$ cat src/rtl/intc_pkg.sv
package intc_pkg;
  typedef enum logic [2:0] {
    RD_NONE,
    RD_STAT0,
    RD_STAT1,
    RD_ROUTE,
    RD_RAW,
    RD_MASK
  } rdSel_e;

  typedef struct packed {
    logic   setMask;
    logic   clrMask;
    logic   wrRoute;
    logic   rdStrobe;
    rdSel_e rdSel;
  } ctlStrobes_t;
endpackage

$ cat src/rtl/intc_ctrl.sv
module intc_ctrl
  import intc_pkg::*;
#(
  parameter int ADDR_W   = 8,
  parameter int OFF_ST0  = 'h00,
  parameter int OFF_ST1  = 'h04,
  parameter int OFF_RTE  = 'h20,
  parameter int OFF_RAW  = 'h30,
  parameter int OFF_SET  = 'h34,
  parameter int OFF_CLR  = 'h38
) (
  input  logic              clk,
  input  logic              rstN,
  input  logic              wrEn,
  input  logic              rdEn,
  input  logic [ADDR_W-1:0] addr,
  output ctlStrobes_t       strobes
);
  localparam logic [ADDR_W-1:0] A_ST0 = ADDR_W'(OFF_ST0);
  localparam logic [ADDR_W-1:0] A_ST1 = ADDR_W'(OFF_ST1);
  localparam logic [ADDR_W-1:0] A_RTE = ADDR_W'(OFF_RTE);
  localparam logic [ADDR_W-1:0] A_RAW = ADDR_W'(OFF_RAW);
  localparam logic [ADDR_W-1:0] A_SET = ADDR_W'(OFF_SET);
  localparam logic [ADDR_W-1:0] A_CLR = ADDR_W'(OFF_CLR);

  always_comb begin
    strobes          = '0;
    strobes.rdSel    = RD_NONE;
    strobes.rdStrobe = rdEn;
    if (wrEn) begin
      // no strobe for unmapped or read-only addresses
      strobes.setMask = (addr == A_SET);
      strobes.clrMask = (addr == A_CLR);
      strobes.wrRoute = (addr == A_RTE);
    end
    if (rdEn) begin
      unique case (addr)
        A_ST0:        strobes.rdSel = RD_STAT0;
        A_ST1:        strobes.rdSel = RD_STAT1;
        A_RTE:        strobes.rdSel = RD_ROUTE;
        A_RAW:        strobes.rdSel = RD_RAW;
        A_SET, A_CLR: strobes.rdSel = RD_MASK;
        default:      strobes.rdSel = RD_NONE;
      endcase
    end
  end

  // at most one state-changing strobe per cycle
  a_r10_one_write: assert property (@(posedge clk) disable iff (!rstN)
    $onehot0({strobes.setMask, strobes.clrMask, strobes.wrRoute}));
endmodule

$ cat src/rtl/intc_datapath.sv
module intc_datapath
  import intc_pkg::*;
#(
  parameter int N_SRC = 32
) (
  input  logic             clk,
  input  logic             rstN,
  input  ctlStrobes_t      strobes,
  input  logic [N_SRC-1:0] wrData,
  input  logic [N_SRC-1:0] irqIn,
  output logic [N_SRC-1:0] rdData,
  output logic             irqOut0,
  output logic             irqOut1
);
  localparam int GATE_BIT = N_SRC - 1;

  logic [N_SRC-1:0] rawQ, maskQ, routeQ;
  logic [N_SRC-1:0] stat0, stat1;

  always_ff @(posedge clk) begin
    if (!rstN) begin
      rawQ   <= '0;
      maskQ  <= '0;
      routeQ <= '0;
    end else begin
      rawQ <= irqIn;
      if (strobes.setMask)      maskQ <= maskQ | wrData;
      else if (strobes.clrMask) maskQ <= maskQ & ~wrData;
      if (strobes.wrRoute)      routeQ <= wrData;
    end
  end

  always_comb begin
    stat0 = '0;
    stat1 = '0;
    if (maskQ[GATE_BIT]) begin
      stat0 = rawQ & maskQ & ~routeQ;
      stat1 = rawQ & maskQ & routeQ;
    end
  end

  always_ff @(posedge clk) begin
    if (!rstN) begin
      irqOut0 <= 1'b0;
      irqOut1 <= 1'b0;
      rdData  <= '0;
    end else begin
      irqOut0 <= |stat0;
      irqOut1 <= |stat1;
      if (strobes.rdStrobe) begin
        unique case (strobes.rdSel)
          RD_STAT0: rdData <= stat0;
          RD_STAT1: rdData <= stat1;
          RD_ROUTE: rdData <= routeQ;
          RD_RAW:   rdData <= rawQ;
          RD_MASK:  rdData <= maskQ;
          default:  rdData <= '0;
        endcase
      end
    end
  end

  // a set write never drops a bit and raises every written one
  a_r2_set_grows: assert property (@(posedge clk) disable iff (!rstN)
    strobes.setMask |=> ((maskQ & $past(maskQ)) == $past(maskQ))
                        && ((maskQ & $past(wrData)) == $past(wrData)));
  // a clear write never raises a bit and lowers every written one
  a_r3_clr_shrinks: assert property (@(posedge clk) disable iff (!rstN)
    strobes.clrMask |=> ((maskQ & ~$past(maskQ)) == '0)
                        && ((maskQ & $past(wrData)) == '0));
  // routing changes only on its own write
  a_r4_route_hold: assert property (@(posedge clk) disable iff (!rstN)
    !strobes.wrRoute |=> $stable(routeQ));
  // closed gate keeps both outputs low
  a_r8_gate_closed: assert property (@(posedge clk) disable iff (!rstN)
    !maskQ[GATE_BIT] |=> !irqOut0 && !irqOut1);
  // a source never reaches both outputs
  a_r7_disjoint: assert property (@(posedge clk) disable iff (!rstN)
    (stat0 & stat1) == '0);
endmodule

$ cat src/rtl/intc_dual_out.sv
module intc_dual_out
  import intc_pkg::*;
#(
  parameter int N_SRC  = 32,
  parameter int ADDR_W = 8
) (
  input  logic              clk,
  input  logic              rstN,
  input  logic              wrEn,
  input  logic              rdEn,
  input  logic [ADDR_W-1:0] addr,
  input  logic [N_SRC-1:0]  wrData,
  output logic [N_SRC-1:0]  rdData,
  input  logic [N_SRC-1:0]  irqIn,
  output logic              irqOut0,
  output logic              irqOut1
);
  ctlStrobes_t strobes;

  intc_ctrl #(.ADDR_W(ADDR_W)) ctrl (
    .clk(clk), .rstN(rstN), .wrEn(wrEn), .rdEn(rdEn), .addr(addr),
    .strobes(strobes)
  );

  intc_datapath #(.N_SRC(N_SRC)) dp (
    .clk(clk), .rstN(rstN), .strobes(strobes), .wrData(wrData),
    .irqIn(irqIn), .rdData(rdData), .irqOut0(irqOut0), .irqOut1(irqOut1)
  );
endmodule

$ cat config.mk
export PLATFORM = sky130hd
export DESIGN_NAME = intc_dual_out
export DESIGN_NICKNAME = d
export VERILOG_FILES = /design/src/rtl/intc_pkg.sv /design/src/rtl/intc_ctrl.sv /design/src/rtl/intc_datapath.sv /design/src/rtl/intc_dual_out.sv
export SDC_FILE = /design/constraint.sdc
export NUM_CORES = 1
export LEC_CHECK = 0
export BUFFER_PORTS_ARGS = -buffer_cell sky130_fd_sc_hd__buf_2
export CAP_MARGIN = 5
export CELL_PAD_IN_SITES_DETAIL_PLACEMENT = 1
export CELL_PAD_IN_SITES_GLOBAL_PLACEMENT = 1
export CORE_UTILIZATION = 45
export CTS_CLUSTER_DIAMETER = 30
export CTS_CLUSTER_SIZE = 14
export DETAILED_ROUTE_END_ITERATION = 10
export PLACE_DENSITY_LB_ADDON = 0.1
export SYNTH_ARGS = -nofsm -noshare
export SYNTH_HDL_FRONTEND = slang
export SYNTH_HIERARCHICAL = 1
export SYNTH_SLANG_ARGS = --single-unit
$ cat constraint.sdc
create_clock -name clk -period 3.2 [get_ports clk]
set_input_delay 0.32 -clock clk [delete_from_list [all_inputs] [get_ports clk]]
set_output_delay 0.32 -clock clk [all_outputs]
set_load 0.05 [all_outputs]
==> results of run 1 <==
[synth_stat cells, types with 7 or more instances]
library cell / n / share of area, %
o2111ai_1: 7 / 0.98
and3_1: 13 / 1.3
nor2b_1: 66 / 6.6
a22oi_1: 40 / 4.8
a21oi_1: 17 / 1.4
o21ai_1: 11 / 0.88
dfxtp_1: 130 / 41
o21ai_0: 27 / 2.2
nand3_1: 29 / 2.3
and2_1: 33 / 3.3
nand4_1: 17 / 1.7
a31oi_1: 8 / 0.80
mux2i_1: 47 / 7.5
inv_1: 11 / 0.66
clkbuf_1: 25 / 1.5
nand2b_1: 17 / 1.7
a221oi_1: 15 / 2.1
a22o_1: 19 / 2.7
o22ai_1: 30 / 3.0
nand2_1: 91 / 5.4
buf_2: 19 / 1.5
a32oi_1: 8 / 1.1
nor2_1: 13 / 0.78
[placed cells by master (no fill, tap or decap), types with 3 or more instances in the layout]
cell type,instances
inv_1,11
clkbuf_1,3
dfxtp_1,130
a31oi_1,8
a22o_1,19
nor2b_1,65
nand2b_1,17
o21ai_1,11
buf_4,14
nand2_1,91
clkinvlp_4,3
o21ai_0,27
a32oi_1,8
mux2i_1,47
o22ai_1,30
a221oi_1,15
o2111ai_1,7
clkinv_2,6
and3_1,13
a21oi_1,17
and2_1,33
a22oi_1,40
nor2_1,12
nand4_1,17
buf_2,109
clkbuf_16,17
nand3_1,29
[worst min path at each step]
stage	slack, ps	start	depth (start not counted)	to
after floorplan	440	irqIn[11]	1	dp/rawQ[11]
after CTS	100	irqIn[4]	2	dp/rawQ[4]
final	100	irqIn[31]	2	dp/rawQ[31]
after global placement	450	dp/rdData[29]	2	dp/rdData[29]
after detailed placement	450	dp/rdData[14]	2	dp/rdData[14]
after global routing	100	irqIn[19]	2	dp/rawQ[19]
[worst max-delay path: stages]
cell,delay (ps)
buf_2,150
xor2_1,180
a31oi_1,210
nor2_2,90
buf_4,220
nand2b_1,240
nor2_1,950
a221oi_1,230
o21ai_0,260
[metrics by stage]
stage                     power [mW]  worst slack [ps]
after floorplan                1.761              1314
after global placement         1.837             475.1
after detailed placement       1.846             393.9
after CTS                      3.709             698.1
after global routing           3.792             532.2
final                          3.687             647.1
[power groups by stage]
stage	combinational (mW)	clock, mW	sequential (mW)
3_3_place_gp	0.137	0	1.70
2_1_floorplan	0.0693	0	1.69
4_1_cts	0.148	1.89	1.67
6_report	0.148	1.87	1.67
3_5_place_dp	0.145	0	1.70
5_1_grt	0.161	1.96	1.67
[kinds of logic (layout without fill, tap and decap cells)]
group / Yosys count / after routing
buf+inv: 66 / 168
mux: 47 / 47
compound gates: 190 / 190
xor+xnor: 2 / 2
simple gates: 293 / 293
flops: 130 / 130
[per-layer routing]
metal / track usage [%] / routed length [um] / vias up
met5: 0 / 0 / -
met4: 12.89 / 636 / 0
met3: 7.272 / 1525 / 54
met2: 53.84 / 10980 / 270
met1: 37.86 / 9152 / 3102
li1: - / - / 2824
[cell type report]
| class | count | area [um2] | share of cell area, % |
|---|---|---|---|
| tap | 176 | 220.2 | 2.952 |
| timing repair buffer | 123 | 650.6 | 8.720 |
| clock inverter | 11 | 112.6 | 1.509 |
| clock buffer | 21 | 450.4 | 6.037 |
| multi-input combinational | 532 | 3376 | 45.25 |
| inverter | 13 | 48.80 | 0.6540 |
| sequential | 130 | 2603 | 34.88 |
==> out/qor.yml, run 1 <==
outcome:
  outcome: "finished, final reports clean"
global_route:
  grt_overflow: 0
  grt_pass1_vias: 6488
  grt_max_degree: 59
  antenna_found_initial: 0
  track_usage_pct: 31.52
  grt_pass1_wl_um: 34700
logic_synthesis:
  yosys-mux-area-fraction_pct: 7.495
  synth_enable_flop_cells: 0
  synth_top_family_by_area: "simple AND/OR/NAND/NOR gates"
  ys.flop_type: "dfxtp_1"
  synth_compound_area_share_pct: 20.87
  syn-mean-instance-area_um2: 8.623
  yosysUniqueCellTypes: 46
  synth-seq-cells: 130
  postSynthCellCount: 728
  synthAdderAreaFrac_pct: 0
  ys_async_sr_fraction_pct: 0
  yosys.area_share.xor_xnor_pct: 0.2791
  synth-seq-area-share_pct: 41.46
  netlist_area_mm2: 0.006277
  synth_nets: 804
  yosys.area_share.simple_pct: 24.86
  synth_warnings: 6
die:
  die_x_um: 120.1
  pin_count: 110
  die_area_mm2: 0.01443
  die_h_um: 120.1
  start_util_pct: 46.84
  rows: 42
  core_area_mm2: 0.01340
layout:
  post-route-cell-area_mm2: 0.007461
  drive_gt1_share_pct: 19.64
  diodes: 0
  fillers: 1641
  layout.nets: 893
  area_delta_synth_final_pct: 18.86
  postLayoutCoreUtil_pct: 55.68
  final_cell_count_no_fill: 1006
placed_design:
  gp_congestion: 0.8768
  dpl_cell_area_mm2: 0.006898
  port_buffers: 109
  dp_cells: 974
  dp_hpwl_um: 15080
power_and_ir_drop:
  p_int_mw: 2.868
  combPwrFrac_pct: 4.0
  switching_share_pct: 22.23
  pwr-share-clk_pct: 50.8
  p_per_area_mw_per_mm2: 494.2
  power.leakage_nw: 2.653
  power_frac_seq_pct: 45.2
  vdd_ir_drop_max_mv: 0.3291
  p_sw_mw: 0.8196
min_path:
  hold_class: "input port to flip-flop"
timing:
  finalSetupViolations: 0
  rsz0062_at_grt: "no"
  holdWs_ps: 102.4
  fin_setup_tns_ps: 0
  maxSlewHeadroom_pct: 18.36
  slew_violations: 0
  timing.final.crit_share_pct: 79.78
  max_freq_mhz: 391.7
  fin_skew_ps: 5.102
  hold_violations: 0
  period_minus_slack_ps: 2553
  max_slew.worst_pin.slew_ps: 1220
flow_run:
  drv_cap: 0
clock_tree:
  cts-root-buf: "clkbuf_16"
  cts_resized: 0
  clkLatencyLatePin_ps: 420
  cts_buffer_depth: 2
  cts_tree: "yes"
  cts_buffers: 17
  clock_sinks: 130
  hold_buffers: 0
  post_cts_buffers: 0
  path_clk_slew_ps: 60
  ctsHtreeMaxLevel: 4
route:
  drc: 0
  wirelength_um: 22290
  vias_per_cell: 6.213
  drtPass1Iterations: 5
  ant_nets: 0
  num_vias: 6250
  drt_iter0_drc: 449
  avgRoutedWirePerCell_um: 22.16
worst_setup_path:
  worstSetupPathType: "input port to flip-flop"
  critPathLaunch: "addr[3]"
  cp_data_required_time_ps: 3510
  r2r_end: "dp/rdData[21]"
  reg2regPathDepth: 4
  r2r_slack_ps: 680
  worst_setup_path_end_kind: "flip-flop"
  crit_arrival_ps: 2860
  worstSetupStartpointType: "input port"
  cp-endpoint: "dp/rdData[4]"
  path_max_fanout: 21
No activity file was read; power rests on OpenSTA's default activity.
==> run 2: changes to the inputs <==
ABC_AREA = 1   (was unset)
CORE_UTILIZATION = 39   (was 45)
clock period = 2.4 ns   (was 3.2 ns; I/O delays follow)
==> run 2 against run 1 <==
Compared with the run above:
- combinational power grew 75%
- clock-buffer cell count shrank 1
- first-iteration DRC count shrank 10%
- synthesized area grew 9.1%
- sequential share of layout area shrank 4.6 points
- clock skew grew 3.9 ps
- die area grew 25%
- sequential power grew 33%
- worst hold slack lost 92 ps
- via count grew 21%
- clock power grew 57%
- non-clock buffer count grew 42
==> out/qor.yml, run 2 <==
outcome:
  outcome: "finished, final reports clean"
global_route:
  grt_max_degree: 65
  track_usage_pct: 28.30
  antenna_found_initial: 1
  grt_pass1_vias: 7452
  grt_pass1_wl_um: 39160
  grt_overflow: 0
logic_synthesis:
  synth_top_area_share_pct: 37.99
  synth_area_leader_cell: "dfxtp_1"
  synth-seq-cells: 130
  ys_async_sr_fraction_pct: 0
  postSynthCellCount: 1102
  synth_most_common_cell: "nand2_1"
  yosys-top-cells-area: "dfxtp_1 (38%), nand2_1 (18%), nor2_1 (8.8%)"
  synth-seq-area-share_pct: 37.99
  synth_common_cells: "nand2_1 (326), nor2_1 (160), dfxtp_1 (130)"
  syn-mean-instance-area_um2: 6.216
  yosysUniqueCellTypes: 29
  synth_nets: 1178
  synth_enable_flop_cells: 0
  synth_warnings: 6
  netlist_area_mm2: 0.006850
  ys.flop_type: "dfxtp_1"
worst_setup_path:
  path_max_fanout: 31
  worstSetupStartpointType: "flip-flop"
  crit_chain: "buf_4 -> nand2_1 -> nor2_1 -> nor2_1 -> nand2_1 -> nor2_1 -> nand2_1 -> nor2_1 -> nor2_1"
  crit_arrival_ps: 2290
  cp_data_required_time_ps: 2770
  reg2regPathDepth: 9
  slowest_delay_ps: 740
  cpMostUsedCell: "nor2_1"
  slowest_stage: "dfxtp_2"
  worstSetupPathType: "flip-flop to flip-flop"
  worst_setup_path_end_kind: "flip-flop"
route:
  drt_iter0_drc: 402
  vias_per_cell: 5.154
  drtPass1Iterations: 5
  wirelength_um: 24740
  dr_wl_met2_um: 11470
  num_vias: 7556
  wl_met3_um: 1104
  m1WireLength_um: 11740
  avgRoutedWirePerCell_um: 16.87
  ant_nets: 0
  drc: 0
  top_layer_used: "met5"
clock_tree:
  hold_buffers: 26
  post_cts_buffers: 0
  cts_buffers: 17
  path_clk_slew_ps: 60
  ctsHtreeMaxLevel: 4
  cts-root-buf: "clkbuf_16"
  cts_buffer_depth: 2
  clock_sinks: 130
  clkLatencyLatePin_ps: 430
  cts_resized: 0
  cts_tree: "yes"
timing:
  slew_violations: 0
  rsz0062_at_grt: "no"
  max_slew.worst_pin.slew_ps: 673.7
  fin_skew_ps: 9.048
  maxSlewHeadroom_pct: 55.09
  setup_ws_ps: 474.4
  holdWs_ps: 10.90
  fin_setup_tns_ps: 0
  hold_violations: 0
  period_minus_slack_ps: 1926
  timing.final.crit_share_pct: 80.23
  finalSetupViolations: 0
  max_freq_mhz: 519.3
power_and_ir_drop:
  p_per_area_mw_per_mm2: 629.7
  power.leakage_nw: 3.617
  power_mw: 5.410
  vdd_ir_drop_max_mv: 0.4886
placed_design:
  gp_congestion: 0.8771
  dp_hpwl_um: 17120
  place_ws_ps: 282.6
  dp_cells: 1408
  port_buffers: 109
layout:
  diodes: 0
  drive_gt1_share_pct: 16.60
  layout_common_cells: "nand2_1 (326), nor2_1 (157), dfxtp_1 (129), inv_1 (126), buf_2 (109)"
  area_delta_synth_final_pct: 25.41
  final_common_cell: "nand2_1"
  layout.nets: 1304
  final_cell_count_no_fill: 1466
  fillers: 2363
die:
  core_area_mm2: 0.01724
  start_util_pct: 39.74
  rows: 48
  pin_count: 110
  die_area_mm2: 0.01810
  die_x_um: 134.5
  die_h_um: 134.5
min_path:
  hold_class: "input port to flip-flop"
  hp-start: "irqIn[13]"
  hold-path-cell-count: 3
flow_run:
  drv_cap: 0
[run 2: changes by cell type after synthesis, sizes merged, moves of 17 or more]
cell    delta
nand2b    -17
nand2    +241
a22o      -19
nor2     +152
a21oi     +86
nor2b     -67
o22ai     -30
o21ai     +28
inv      +123
a22oi     -40
nand3     +29
nand4     +26
and2      -33
mux2i     -47
[run 2: through the flow]
| stage | util [%] | instance area [um2] |
|---|---|---|
| floorplan | - | 6850 |
| global placement | 44.50 | 7671 |
| detailed placement | 44.50 | 7671 |
| CTS | 49.84 | 8591 |
| global route | 49.84 | 8591 |
| finish | 49.84 | 8591 |
[run 2: kinds of logic (layout without fill, tap and decap cells)]
family,after synthesis,count (layout),synth area share [%]
buf+inv,195,334,11.93
flops,130,130,37.99
compound gates,170,170,12.51
simple gates,607,607,37.57
[run 2: power by group]
part	internal (mW)	switching, mW
Sequential	2.19	0.0278
Clock	1.90	1.03
Combinational	0.106	0.153
[run 2: layer usage]
metal,global-route usage (%),vias up
li1,-,3722
met1,37.25,3610
met2,46.57,185
met3,5.518,37
met4,8.989,2
met5,0,-
[run 2: final timing paths]
check                 endpoint  slack (ps)
setup reg to reg    dp/irqOut1         470
setup / recovery    dp/irqOut1         470
hold reg to reg   dp/rdData[6]         460
hold / removal     dp/rawQ[13]          10
[run 2: final cells by class]
cell class                      instances  area (um2)  area share (%)
Multi-Input combinational cell        777        3443           40.08
Sequential cell                       130        2604           30.31
Timing Repair Buffer                  165        1081           12.58
Inverter                              137       521.8           6.073
Clock buffer                           20       456.7           5.316
Tap cell                              225       281.5           3.277
Clock inverter                         12       202.7           2.359
[run 2: worst max-delay path, delay by kind of cell, from the launching register on]
kind	cells	cell delay, ps
buffers and inverters	1	380
flip-flops	1	740
AND/OR/NAND/NOR	8	720
==> run 3: changes to the inputs <==
clock period = 1.8 ns   (was 2.4 ns; I/O delays follow)
==> run 3 against run 2 <==
Compared with the run above:
- sequential power is 33% higher
- register-to-register slack got worse by 340 ps
- non-clock buffer count rose by 43
- die area stayed put
- flip-flop and latch count did not move
- clock skew fell by 0.74 ps
- first-iteration DRC count rose by 15%
- critical path type unchanged
==> out/qor.yml, run 3 (synthesis gave the netlist of run 2 again) <==
outcome:
  outcome: "finished, final reports clean"
layout:
  post-route-cell-area_mm2: 0.008935
  regArea_mm2: 0.002604
  postLayoutCoreUtil_pct: 51.84
  diodes: 0
  final_common_cell: "nand2_1"
  layout_common_cells: "nand2_1 (326), nor2_1 (157), dfxtp_1 (129), inv_1 (126), buf_2 (109)"
  area_delta_synth_final_pct: 30.43
  fillers: 2378
  drive_gt1_share_pct: 19.00
  layout.nets: 1347
  final_cell_count_no_fill: 1509
  multi_input_comb_area_mm2: 0.003443
die:
  pin_count: 110
  rows: 48
  start_util_pct: 39.74
  die_area_mm2: 0.01810
  core_area_mm2: 0.01724
  die_h_um: 134.5
  die_x_um: 134.5
worst_setup_path:
  worstSetupStartpointType: "flip-flop"
  worstSetupPathType: "flip-flop to flip-flop"
  reg2regPathDepth: 9
  worst_setup_path_end_kind: "flip-flop"
  r2r_end: "dp/irqOut1"
  cp-endpoint: "dp/irqOut1"
  r2r_slack_ps: 140
  path_max_fanout: 14
  cp_data_required_time_ps: 2110
  crit_arrival_ps: 1970
route:
  drt_iter0_drc: 464
  drtPass1Iterations: 5
  avgRoutedWirePerCell_um: 16.39
  drc: 0
  ant_nets: 0
  vias_per_cell: 5.077
  wirelength_um: 24730
  num_vias: 7661
power_and_ir_drop:
  combPwrFrac_pct: 5.3
  power.leakage_nw: 3.823
  pwr-share-clk_pct: 52.3
  power_frac_seq_pct: 42.5
  p_sw_mw: 1.651
  p_per_area_mw_per_mm2: 779.2
  vdd_ir_drop_max_mv: 0.6726
  switching_share_pct: 23.71
  p_int_mw: 5.311
  power_mw: 6.962
flow_run:
  drv_cap: 0
timing:
  period_minus_slack_ps: 1664
  slew_violations: 0
  max_slew.worst_pin.slew_ps: 413.6
  timing.final.crit_share_pct: 92.45
  max_freq_mhz: 600.9
  fin_setup_tns_ps: 0
  hold_violations: 0
  setup_ws_ps: 135.8
  holdWs_ps: 24.78
  maxSlewHeadroom_pct: 72.43
  rsz0062_at_grt: "no"
  fin_skew_ps: 8.305
  finalSetupViolations: 0
global_route:
  grt_pass1_vias: 7726
  grt_max_degree: 65
  antenna_found_initial: 0
  grt_overflow: 0
  grt_pass1_wl_um: 40120
  track_usage_pct: 28.50
placed_design:
  dpl_cell_area_mm2: 0.007999
  port_buffers: 109
  dp_cells: 1445
  gp_congestion: 0.8445
  place_ws_ps: -219.8
  dp_hpwl_um: 17600
clock_tree:
  cts_buffers: 17
  cts_buffer_depth: 2
  clkLatencyLatePin_ps: 420
  ctsHtreeMaxLevel: 4
  cts_tree: "yes"
  path_clk_slew_ps: 60
  clock_sinks: 130
  cts-root-buf: "clkbuf_16"
  cts_resized: 0
min_path:
  hold_class: "input port to flip-flop"
[run 3: changes by cell type in the layout (fill, tap and decap cells not counted), moves of 2 or more]
cell	previous run	this run
clkinvlp_4	4	2
inv_6	3	5
clkinv_4	0	3
dlygate4sd3_1	26	32
buf_12	4	8
bufinv_16	5	3
buf_4	26	59
[run 3: critical path, cell delays in order, from the launching register on]
cell and delay (ps):
dfxtp_2 410, buf_4 230, nand2_1 110, nor2_1 50, nor2_1 110, nand2_1 70
nor2_1 190, nand2_1 100, nor2_1 210, nor2_1 70
[run 3: power groups by stage]
stage	sequential, mW	clock [mW]	combinational (mW)
6_report	2.96	3.64	0.366
5_1_grt	2.96	3.83	0.404
4_1_cts	2.95	3.70	0.366
3_5_place_dp	3.02	0	0.312
3_3_place_gp	3.02	0	0.304
2_1_floorplan	3.00	0	0.132
[run 3: what timing repair did]
action,4_1_cts,5_1_grt
buffers inserted,0,0
hold buffers,32,0
hold endpoints to repair,32,0
[run 3: how the worst min path moves through the flow]
stage | start | end | slack, ps | cells past startpoint
floorplan | irqIn[11] | dp/rawQ[11] | 270 | 2
global placement | irqIn[11] | dp/rawQ[11] | 360 | 3
detailed placement | irqIn[11] | dp/rawQ[11] | 360 | 3
CTS | wrData[19] | flip-flop | 10 | 3
global route | wrData[14] | flip-flop | 30 | 3
finish | wrData[19] | flip-flop | 20 | 3
[run 3: per-layer routing]
metal / global-route usage, % / wire (um) / vias to the layer above
met5: 0 / 0 / -
met4: 7.803 / 317 / 0
met3: 4.842 / 990 / 23
met2: 47.47 / 11540 / 184
met1: 37.96 / 11880 / 3641
li1: - / - / 3813
[run 3: final cells by class]
type                       instances  share of cell area, %
timing repair buffer             208                  16.44
clock buffer                      18                  4.915
inverter                         137                  5.840
clock inverter                    14                  1.975
multi-input combinational        777                  38.54
tap                              225                  3.151
sequential                       130                  29.14
